===== src/rtl/sks_pkg.sv =====
package sks_pkg;

    // Register update selected for the current cycle, in priority order.
    typedef enum logic [1:0] {
        UPD_HOLD       = 2'd0,
        UPD_LOAD       = 2'd1,
        UPD_ROUND      = 2'd2,
        UPD_ROUND_SWAP = 2'd3
    } upd_e;

    // 3-bit substitution used across word triples.
    function automatic logic [2:0] sbox3(input logic [2:0] v);
        logic [2:0] s;
        unique case (v)
            3'd0:    s = 3'd0;
            3'd1:    s = 3'd5;
            3'd2:    s = 3'd6;
            3'd3:    s = 3'd7;
            3'd4:    s = 3'd4;
            3'd5:    s = 3'd3;
            3'd6:    s = 3'd1;
            default: s = 3'd2;
        endcase
        return s;
    endfunction

endpackage


===== src/rtl/sks_sbox_layer.sv =====
// Bit-sliced substitution over groups of three words.
module sks_sbox_layer
    import sks_pkg::*;
#(
    parameter int W  = 8,
    parameter int NB = 3
) (
    input  logic [NB*W-1:0] din,
    output logic [NB*W-1:0] dout
);
    localparam int GROUPS = NB / 3;

    for (genvar g = 0; g < GROUPS; g++) begin : g_grp
        for (genvar j = 0; j < W; j++) begin : g_bit
            assign {dout[(3*g+2)*W+j], dout[(3*g+1)*W+j], dout[(3*g)*W+j]} =
                sbox3({din[(3*g+2)*W+j], din[(3*g+1)*W+j], din[(3*g)*W+j]});
        end
    end
endmodule


===== src/rtl/sks_key_round.sv =====
// One key round: new left = right, new right = left ^ T(right, idx).
module sks_key_round #(
    parameter int W     = 8,
    parameter int NB    = 3,
    parameter int IDX_W = 8
) (
    input  logic [NB*W-1:0] in_l,
    input  logic [NB*W-1:0] in_r,
    input  logic [IDX_W-1:0] idx,
    output logic [NB*W-1:0] out_l,
    output logic [NB*W-1:0] out_r
);
    localparam int HALF   = NB * W;
    localparam int GROUPS = NB / 3;

    logic [HALF-1:0] summed;
    logic [HALF-1:0] subst;
    logic [HALF-1:0] brot;
    logic [HALF-1:0] wrot;

    // only the least significant word carries the constant.
    assign summed[W-1:0]    = in_r[W-1:0] + W'(idx);
    assign summed[HALF-1:W] = in_r[HALF-1:W];

    sks_sbox_layer #(.W(W), .NB(NB)) u_sbox (
        .din  (summed),
        .dout (subst)
    );

    // bit rotation inside each word triple (wiring only).
    for (genvar g = 0; g < GROUPS; g++) begin : g_brot
        localparam int B0 = (3*g) * W;
        localparam int B1 = (3*g+1) * W;
        localparam int B2 = (3*g+2) * W;
        assign brot[B0 +: W] = {subst[B0], subst[B0+W-1:B0+1]};
        assign brot[B1 +: W] = subst[B1 +: W];
        assign brot[B2 +: W] = {subst[B2+W-2:B2], subst[B2+W-1]};
    end

    // word rotation towards higher positions (wiring only).
    assign wrot  = {brot[HALF-W-1:0], brot[HALF-1 -: W]};

    assign out_l = in_r;
    assign out_r = in_l ^ wrot;
endmodule


===== src/rtl/sks_key_sched.sv =====
module sks_key_sched
    import sks_pkg::*;
#(
    parameter int N_BITS = 48,
    parameter int W      = 8,
    parameter int IDX_W  = 8
) (
    input  logic                  clk,
    input  logic                  rst_n,
    input  logic                  load,
    input  logic [N_BITS-1:0]     key,
    input  logic                  advance,
    input  logic                  swap,
    input  logic                  half_sel,
    input  logic [IDX_W-1:0]      rc_idx,
    output logic [N_BITS/2-1:0]   rk
);
    localparam int HALF = N_BITS / 2;
    localparam int NB   = HALF / W;

    upd_e            upd_sel;
    logic [HALF-1:0] kl_q, kr_q;
    logic [HALF-1:0] rin_l, rin_r;
    logic [HALF-1:0] rout_l, rout_r;

    // Update selection: load first, then a round, else hold.
    always_comb begin
        if (load)
            upd_sel = UPD_LOAD;
        else if (advance && swap)
            upd_sel = UPD_ROUND_SWAP;
        else if (advance)
            upd_sel = UPD_ROUND;
        else
            upd_sel = UPD_HOLD;
    end

    // exchanged halves feed the round on the midpoint cycle.
    always_comb begin
        if (upd_sel == UPD_ROUND_SWAP) begin
            rin_l = kr_q;
            rin_r = kl_q;
        end else begin
            rin_l = kl_q;
            rin_r = kr_q;
        end
    end

    sks_key_round #(.W(W), .NB(NB), .IDX_W(IDX_W)) u_round (
        .in_l  (rin_l),
        .in_r  (rin_r),
        .idx   (rc_idx),
        .out_l (rout_l),
        .out_r (rout_r)
    );

    // State register process.
    always_ff @(posedge clk or negedge rst_n) begin
        if (!rst_n) begin
            kl_q <= '0;
            kr_q <= '0;
        end else begin
            unique case (upd_sel)
                UPD_LOAD: begin
                    kl_q <= key[N_BITS-1:HALF];
                    kr_q <= key[HALF-1:0];
                end
                UPD_ROUND, UPD_ROUND_SWAP: begin
                    kl_q <= rout_l;
                    kr_q <= rout_r;
                end
                UPD_HOLD: begin
                    kl_q <= kl_q;
                    kr_q <= kr_q;
                end
            endcase
        end
    end

    // Output process: half selection for the data path.
    always_comb begin
        rk = half_sel ? kl_q : kr_q;
    end
endmodule


===== config.mk =====
export PLATFORM = sky130hd
export DESIGN_NAME = sks_key_sched
export DESIGN_NICKNAME = d
export VERILOG_FILES = /design/src/rtl/sks_pkg.sv /design/src/rtl/sks_sbox_layer.sv /design/src/rtl/sks_key_round.sv /design/src/rtl/sks_key_sched.sv
export SDC_FILE = /design/constraint.sdc
export NUM_CORES = 1
export LEC_CHECK = 0
export BUFFER_PORTS_ARGS = -buffer_cell sky130_fd_sc_hd__buf_2
export CAP_MARGIN = 10
export CORE_ASPECT_RATIO = 0.9
export CORE_UTILIZATION = 51
export DETAILED_ROUTE_END_ITERATION = 10
export PLACE_DENSITY_LB_ADDON = 0.08
export SLEW_MARGIN = 20
export SYNTH_ARGS = -nofsm -noshare
export SYNTH_HDL_FRONTEND = slang
export SYNTH_SLANG_ARGS = --single-unit

===== constraint.sdc =====
create_clock -name clk -period 2.27 [get_ports clk]
set_input_delay 0.1135 -clock clk [delete_from_list [all_inputs] [get_ports clk]]
set_output_delay 0.1135 -clock clk [all_outputs]
set_load 0.01 [all_outputs]

# Word-level counts from Yosys, hierarchy flattened
# Index checks and enable logic that the tools add are counted.
dict set report classes {
  addsub 1
  n_bitwise 1
  eq_ne 51
  reduce_logical 11
  n_mux 16
}
# cell count
set op_table {}
lappend op_table {{$pmux W3 S7} 8}
lappend op_table {{$pmux W24 S2} 2}
lappend op_table {{$eq A3 B3 Y1 const B} 24}
lappend op_table {{$mux W24} 3}
lappend op_table {{$eq A3 B2 Y1 const B} 16}
lappend op_table {{$eq A3 B1 Y1 const B} 8}
lappend op_table {{$logic_not A3 Y1} 8}
lappend op_table {{$xor A24 B24 Y24} 1}
lappend op_table {{$add A8 B8 Y8} 1}
lappend op_table {{$mux W2} 3}
lappend op_table {{$eq A2 B2 Y1 const B} 2}
lappend op_table {{$eq A2 B1 Y1 const B} 1}
lappend op_table {{$logic_not A2 Y1} 1}
lappend op_table {{$reduce_or A2 Y1} 1}
lappend op_table {{$logic_and A1 B1 Y1} 1}
dict set report totals {
  inputBits 62
  regBits 48
  wordCells 82
  out_inout_bits 24
}

# Logic depth before layout (Yosys ltp)
dict set report logic_depth {
  depth_word 10
  depth_mapped 16
  depth_no_buf 13
}

# Modules after synthesis
# From an unflattened synthesis, not the netlist that was laid out.
dict set report hier_totals {
  cells_unflattened 420
  hier_area_um2 4192.8
}
# mod cells_each n_inst seq_area_each_um2 area_per_inst_um2
set modules_own_cells {}
lappend modules_own_cells {sks_key_sched 290 1 1201.2 3150.5}
lappend modules_own_cells {sks_key_round 90 1 0.0 721.9}
lappend modules_own_cells {sks_sbox_layer 40 1 0.0 320.3}

# Least setup slack after synthesis
# Ideal clock, no wire load.
dict set report synth_path {
  path_kind {input port to flip-flop}
  start {input load}
  end {register kr_q[18]}
  arrival_ns 2.935
  cell_stages 16
  setup_ns 0.064
  slack_ns -0.730
  n_path_buf 3
  required_time_ns 2.206
  path_cell_list {and3b_1 clkbuf_2 buf_4 clkbuf_1 nand2_1 nand2_1 ha_1 inv_1 fa_1 xnor2_1 mux2i_1 a21oi_1 mux2i_1 a21oi_1 a211oi_1 a21o_1}
}
dict set report synth_via {
  elab_chain_cells 8
  word_cells_on_any_way 19
  cone_classes {1 x add/sub; 9 x eq/ne; 5 x mux; 1 x bitwise; 3 x reduce/logical}
}
# element line
set synth_rtl {}
lappend synth_rtl {{start: declaration} sks_key_sched.sv:10} ;# input logic load,
lappend synth_rtl {{$mux W2 *} sks_key_sched.sv:28} ;# if (load)
lappend synth_rtl {{$eq A2 B2 Y1} {sks_key_sched.sv:40, sks_key_sched.sv:63}}
lappend synth_rtl {{$mux W24} sks_key_sched.sv:40} ;# if (upd_sel == UPD_ROUND_SWAP) begin
lappend synth_rtl {{$add A8 B8 Y8} sks_key_round.sv:22} ;# assign summed[W-1:0] = in_r[W-1:0] + W'(idx);
lappend synth_rtl {{$eq A3 B3 Y1 (tied with other cells)} sks_pkg.sv:14} ;# unique case (v)
lappend synth_rtl {{$pmux W3 S7} sks_pkg.sv:14}
lappend synth_rtl {{$xor A24 B24 Y24} sks_key_round.sv:44} ;# assign out_r = in_l ^ wrot;
lappend synth_rtl {{$pmux W24 S2} sks_key_sched.sv:63} ;# unique case (upd_sel)
lappend synth_rtl {{end signal: assignment} sks_key_sched.sv:66} ;# kr_q <= key[HALF-1:0];
lappend synth_rtl {{end signal: assignment} sks_key_sched.sv:70} ;# kr_q <= rout_r;
lappend synth_rtl {{end signal: assignment} sks_key_sched.sv:74} ;# kr_q <= kr_q;
lappend synth_rtl {{end: declaration} sks_key_sched.sv:22} ;# logic [HALF-1:0] kl_q, kr_q;
# Mark *: on every way between the ends. The rest lies on a longest branch, timed or not.
# A chain may end at the register's enable or synchronous reset.

# Final worst setup path
dict set report layout_path {
  start {register kr_q[0]}
  end {register kr_q[22]}
}
dict set report layout_via {
  elab_chain_cells 6
  word_cells_on_any_way 12
  cone_classes {1 x add/sub; 6 x eq/ne; 3 x mux; 1 x bitwise; 1 x reduce/logical}
}
# element line
set layout_rtl {}
lappend layout_rtl {{$mux W24 *} sks_key_sched.sv:40}
lappend layout_rtl {{$add A8 B8 Y8 *} sks_key_round.sv:22}
lappend layout_rtl {{$eq A3 B3 Y1 (tied with other cells)} sks_pkg.sv:14}
lappend layout_rtl {{$pmux W3 S7 *} sks_pkg.sv:14}
lappend layout_rtl {{$xor A24 B24 Y24 *} sks_key_round.sv:44}
lappend layout_rtl {{$pmux W24 S2 *} sks_key_sched.sv:63}
# Marked as above.

==> impl.org <==
** Clock network
- Clk sinks :: 48
- Cts bufs inserted :: 5
- Clock tree from TritonCTS :: done
- The longest clock path from root to sink contains 2 buffers.
- Clock latency reported for the late side of the worst-skew pair :: slightly above 0.3 ns
- After clock tree synthesis, the clock-pin slew on the worst setup and hold paths is ~0.09 ns.
- The H-tree was split into 2 levels.
- Clock tree synthesis selected as its root buffer the cell sky130_fd_sc_hd__clkbuf_8.

** Layout
- The number of antenna diodes in the final layout is 0.
- Area delta synth->final :: 32.35%
- Final #Nets :: 731
- Share of layout cells above drive strength 1 :: 0.3480
- Fin area :: 5652 µm²

** GRT
- Remaining Overflow, GRT :: 0
- The initial antenna violation count was 0.
- The first global-routing pass estimated 19710 µm of wire.
- In the global route stage, overall resource usage came out at 0.2889.
- Largest net degree at the start of global routing :: 65
- The number of global-route vias before repair was slightly above 4000.

** Timing
- Number of failing hold endpoints at the final stage :: 0
- Final Max Slew Viols :: 0
- Setup repair after global routing missed its margin :: true
- After routing, the total negative slack on setup checks comes to -1.495 ns.
- After layout, the worst setup slack is -0.2236 ns.
- Setup violations remaining at the end of the flow were counted as 13.
- Achievable clock frequency :: 401.0 MHz
- The clock arrives with 0.006235 ns of skew.
- Tcrit/Tclk final :: 1.099
- For the pin with the worst max-slew slack, the measured transition is approximately 0.70 ns.
- Post-route worst hold slack :: 0.004162 ns
- The worst pin sits at a relative slew slack of 0.5333.
- For the finished layout, the period the worst path requires is 2.494 ns.

** Critical path
- STA classifies the critical path endpoint as a flip-flop.
- Along the worst path, the maximum fanout reaches 6.
- STA puts the critical path data required time at between 2 and 2.5 ns.
- Type of the worst setup path :: flip-flop to flip-flop
- Critical path startpoint category :: flip-flop
- Counting cells, the worst reg-to-reg path comes to 12.
- STA puts the critical path data arrival time at 2.70 ns.

** Floorplan
- DIE AREA :: a little under 9000 µm²
- Initial Util :: 0.5293
- Die height :: around 89 µm
- Standard-cell row count :: 31
- The region available for standard cell placement spans 8068 µm².
- In this run the count of I/O pins placed on the die edge is between 80 and 90.
- The die is 98.46 µm wide.

** Hold path
- Type of the most critical hold path :: input port to flip-flop
- Counting instances, the worst hold path has a depth of 3.

** Detailed routing
- Vias per Instance :: approximately 5.8
- The detailed router finished its first iteration with 232 violations.
- Wirelength per Cell :: 16.44 µm
- After detailed routing, the number of remaining DRC violations is 2.
- The routed design has 12490 µm of wire.
- In this run the remaining antenna-violating nets after routing total 0.
- The routed layout has 4408 vias.
- Detailed Routing Iterations Pass 1 :: 10

** Run status
- Result of the run :: finished, violations left
- Failing checks :: DRC, setup timing

** Synthesis
- Post-synthesis net count :: 610
- Cell area after synthesis :: ~4300 µm²
- Number of flops mapped to enable cells by yosys :: 0
- Number of warnings printed during yosys synthesis :: 0
- sky130_fd_sc_hd__dfrtp_1 takes more of the synthesized area than any other cell.
- In this run, distinct cell masters in the synthesized netlist total about 50.
- Most used flip-flop cell after synthesis :: sky130_fd_sc_hd__dfrtp_1
- By count the netlist is led by sky130_fd_sc_hd__nand2_1 (100), sky130_fd_sc_hd__o21ai_0 (64), sky130_fd_sc_hd__dfrtp_1 (48), sky130_fd_sc_hd__mux2i_1 (41), sky130_fd_sc_hd__xnor2_1 (38).
- Synthesized instance count :: 539
- Ranked by total cell area, the synthesized netlist is headed by sky130_fd_sc_hd__dfrtp_1 (28%), sky130_fd_sc_hd__mux2i_1 (9.6%), sky130_fd_sc_hd__nand2_1 (8.8%), sky130_fd_sc_hd__xnor2_1 (7.8%), sky130_fd_sc_hd__o21ai_0 (7.5%).
- In the post-synthesis netlist, the cell with the most instances is sky130_fd_sc_hd__nand2_1.
- Avg Synthesized Cell Area :: 7.923 µm²
- The synthesized design contains 48 register bits.
- Of the post-synthesis cell area, the dominant cell type holds 0.2813.
- Proportion of synthesized flip-flops having asynchronous set or reset :: 1.000
- Of the synthesized area, sequential elements account for 0.2813.

** Power
- Power spread over the standard cell area amounts to 732.2 nW/µm².
- Summed over all cells, the static leakage comes to approximately 2.6 nW.
- IR drop worst, VDD :: 0.0004086 V

** Placed design
- Input and output buffers added on the ports amount to between 80 and 90.
- The wire-length estimate of the detail-placed layout is roughly 8500 µm.
- Setup slack after placement :: -0.6292 ns
- Summing all placed instances gives a cell area of 5124 µm².
- The congestion estimate from routability-driven global placement came to 0.8530.

** Run
- Max Cap Violations :: 0
[power by group]
part	switching (mW)	internal [mW]	total, mW
logic	1.09	1.27	2.36
clock network	0.303	0.250	0.553
registers	0.240	0.987	1.23
total	1.63	2.50	4.14
[logic make-up after synthesis]
family | Yosys count | share of synthesized area
DFF | 48 | 0.2813
and+or+nand+nor | 160 | 0.1670
muxes | 64 | 0.1568
xor gates and xnor gates | 53 | 0.1087
buffers and inverters | 60 | 0.05655
adders and majority gates | 9 | 0.02813
AOI/OAI and AO/OA | 145 | 0.2016
[layout make-up]
class                   count  area, µm²
multi-input cells         431       3119
flip-flops and latches     48       1201
well taps                  99      123.9
inverters                  10      37.54
fillers                   645       2416
repair buffers            164       1080
clock buffers               8      90.09
[layout by cell type (no fill, tap or decap), types with 4 or more instances in the layout]
cell / instances
sky130_fd_sc_hd__mux2_2: 23
sky130_fd_sc_hd__a211oi_1: 4
sky130_fd_sc_hd__nand3b_1: 7
sky130_fd_sc_hd__or3_1: 4
sky130_fd_sc_hd__dfrtp_1: 48
sky130_fd_sc_hd__buf_4: 64
sky130_fd_sc_hd__nand2_1: 99
sky130_fd_sc_hd__a21o_1: 7
sky130_fd_sc_hd__o211ai_1: 8
sky130_fd_sc_hd__clkbuf_8: 6
sky130_fd_sc_hd__a21oi_1: 24
sky130_fd_sc_hd__inv_1: 8
sky130_fd_sc_hd__xor2_1: 14
sky130_fd_sc_hd__mux2i_1: 39
sky130_fd_sc_hd__xnor2_1: 32
sky130_fd_sc_hd__buf_2: 85
sky130_fd_sc_hd__buf_6: 11
sky130_fd_sc_hd__o21ai_1: 14
sky130_fd_sc_hd__xnor2_4: 4
sky130_fd_sc_hd__nor2b_1: 6
sky130_fd_sc_hd__nand3_1: 5
sky130_fd_sc_hd__o21ai_0: 51
sky130_fd_sc_hd__nor2_1: 21
sky130_fd_sc_hd__a21oi_2: 6
sky130_fd_sc_hd__a31oi_1: 5
sky130_fd_sc_hd__ha_1: 5
[flip-flops by register name (all words and copies together) (netlist names)]
signal / flops
kr_q: 24
kl_q: 24
[per-layer routing]
layer	vias to the layer above	GRT usage	routed length (µm)
met5	-	0	0
met4	0	0.1072	217
met3	24	0.03160	723
met2	169	0.4987	5966
met1	2108	0.3793	5585
li1	2107	-	-
[critical path, stage by stage (launching register included)]
cell and delay (ns):
sky130_fd_sc_hd__dfrtp_1 0.36, sky130_fd_sc_hd__nand2_1 0.08, sky130_fd_sc_hd__nand2_2 0.11, sky130_fd_sc_hd__ha_4 0.15
sky130_fd_sc_hd__inv_2 0.04, sky130_fd_sc_hd__fa_2 0.33, sky130_fd_sc_hd__nand2b_4 0.15, sky130_fd_sc_hd__a21o_1 0.19
sky130_fd_sc_hd__a211oi_4 0.37, sky130_fd_sc_hd__o21ai_1 0.10, sky130_fd_sc_hd__mux2i_1 0.14, sky130_fd_sc_hd__a21oi_1 0.08
sky130_fd_sc_hd__o32a_1 0.29
[through the flow]
| stage | instances | total power, mW | util |
|---|---|---|---|
| 6_report | 760 | 4.138 | 0.7005 |
| 5_1_grt | 760 | 4.435 | 0.7005 |
| 4_1_cts | 758 | 4.018 | 0.6863 |
| 3_5_place_dp | 731 | 3.160 | 0.6351 |
| 3_3_place_gp | 731 | 3.109 | 0.6351 |
| 2_1_floorplan | 539 | 2.527 | - |
[repair_timing]
item	CTS	global route
pin swaps	21	13
endpoints found under the setup margin	16	18
buffers inserted	18	1
hold buffers	2	1
resized for setup	38	23
hold endpoints to repair	17	1
[worst paths after layout]
path                                      start              endpoint  slack (ns)
setup / recovery            kr_q[0]$_DFFE_PN0P_  kr_q[22]$_DFFE_PN0P_       -0.22
hold / removal                          key[40]  kl_q[16]$_DFFE_PN0P_       0.004
setup reg to reg            kr_q[0]$_DFFE_PN0P_  kr_q[22]$_DFFE_PN0P_       -0.22
hold reg to reg            kr_q[11]$_DFFE_PN0P_  kr_q[11]$_DFFE_PN0P_        0.65
max in group asynchronous                 rst_n  kl_q[12]$_DFFE_PN0P_        1.38
min in group asynchronous                 rst_n  kr_q[22]$_DFFE_PN0P_        0.29
Power figures use the tool's default switching activity.
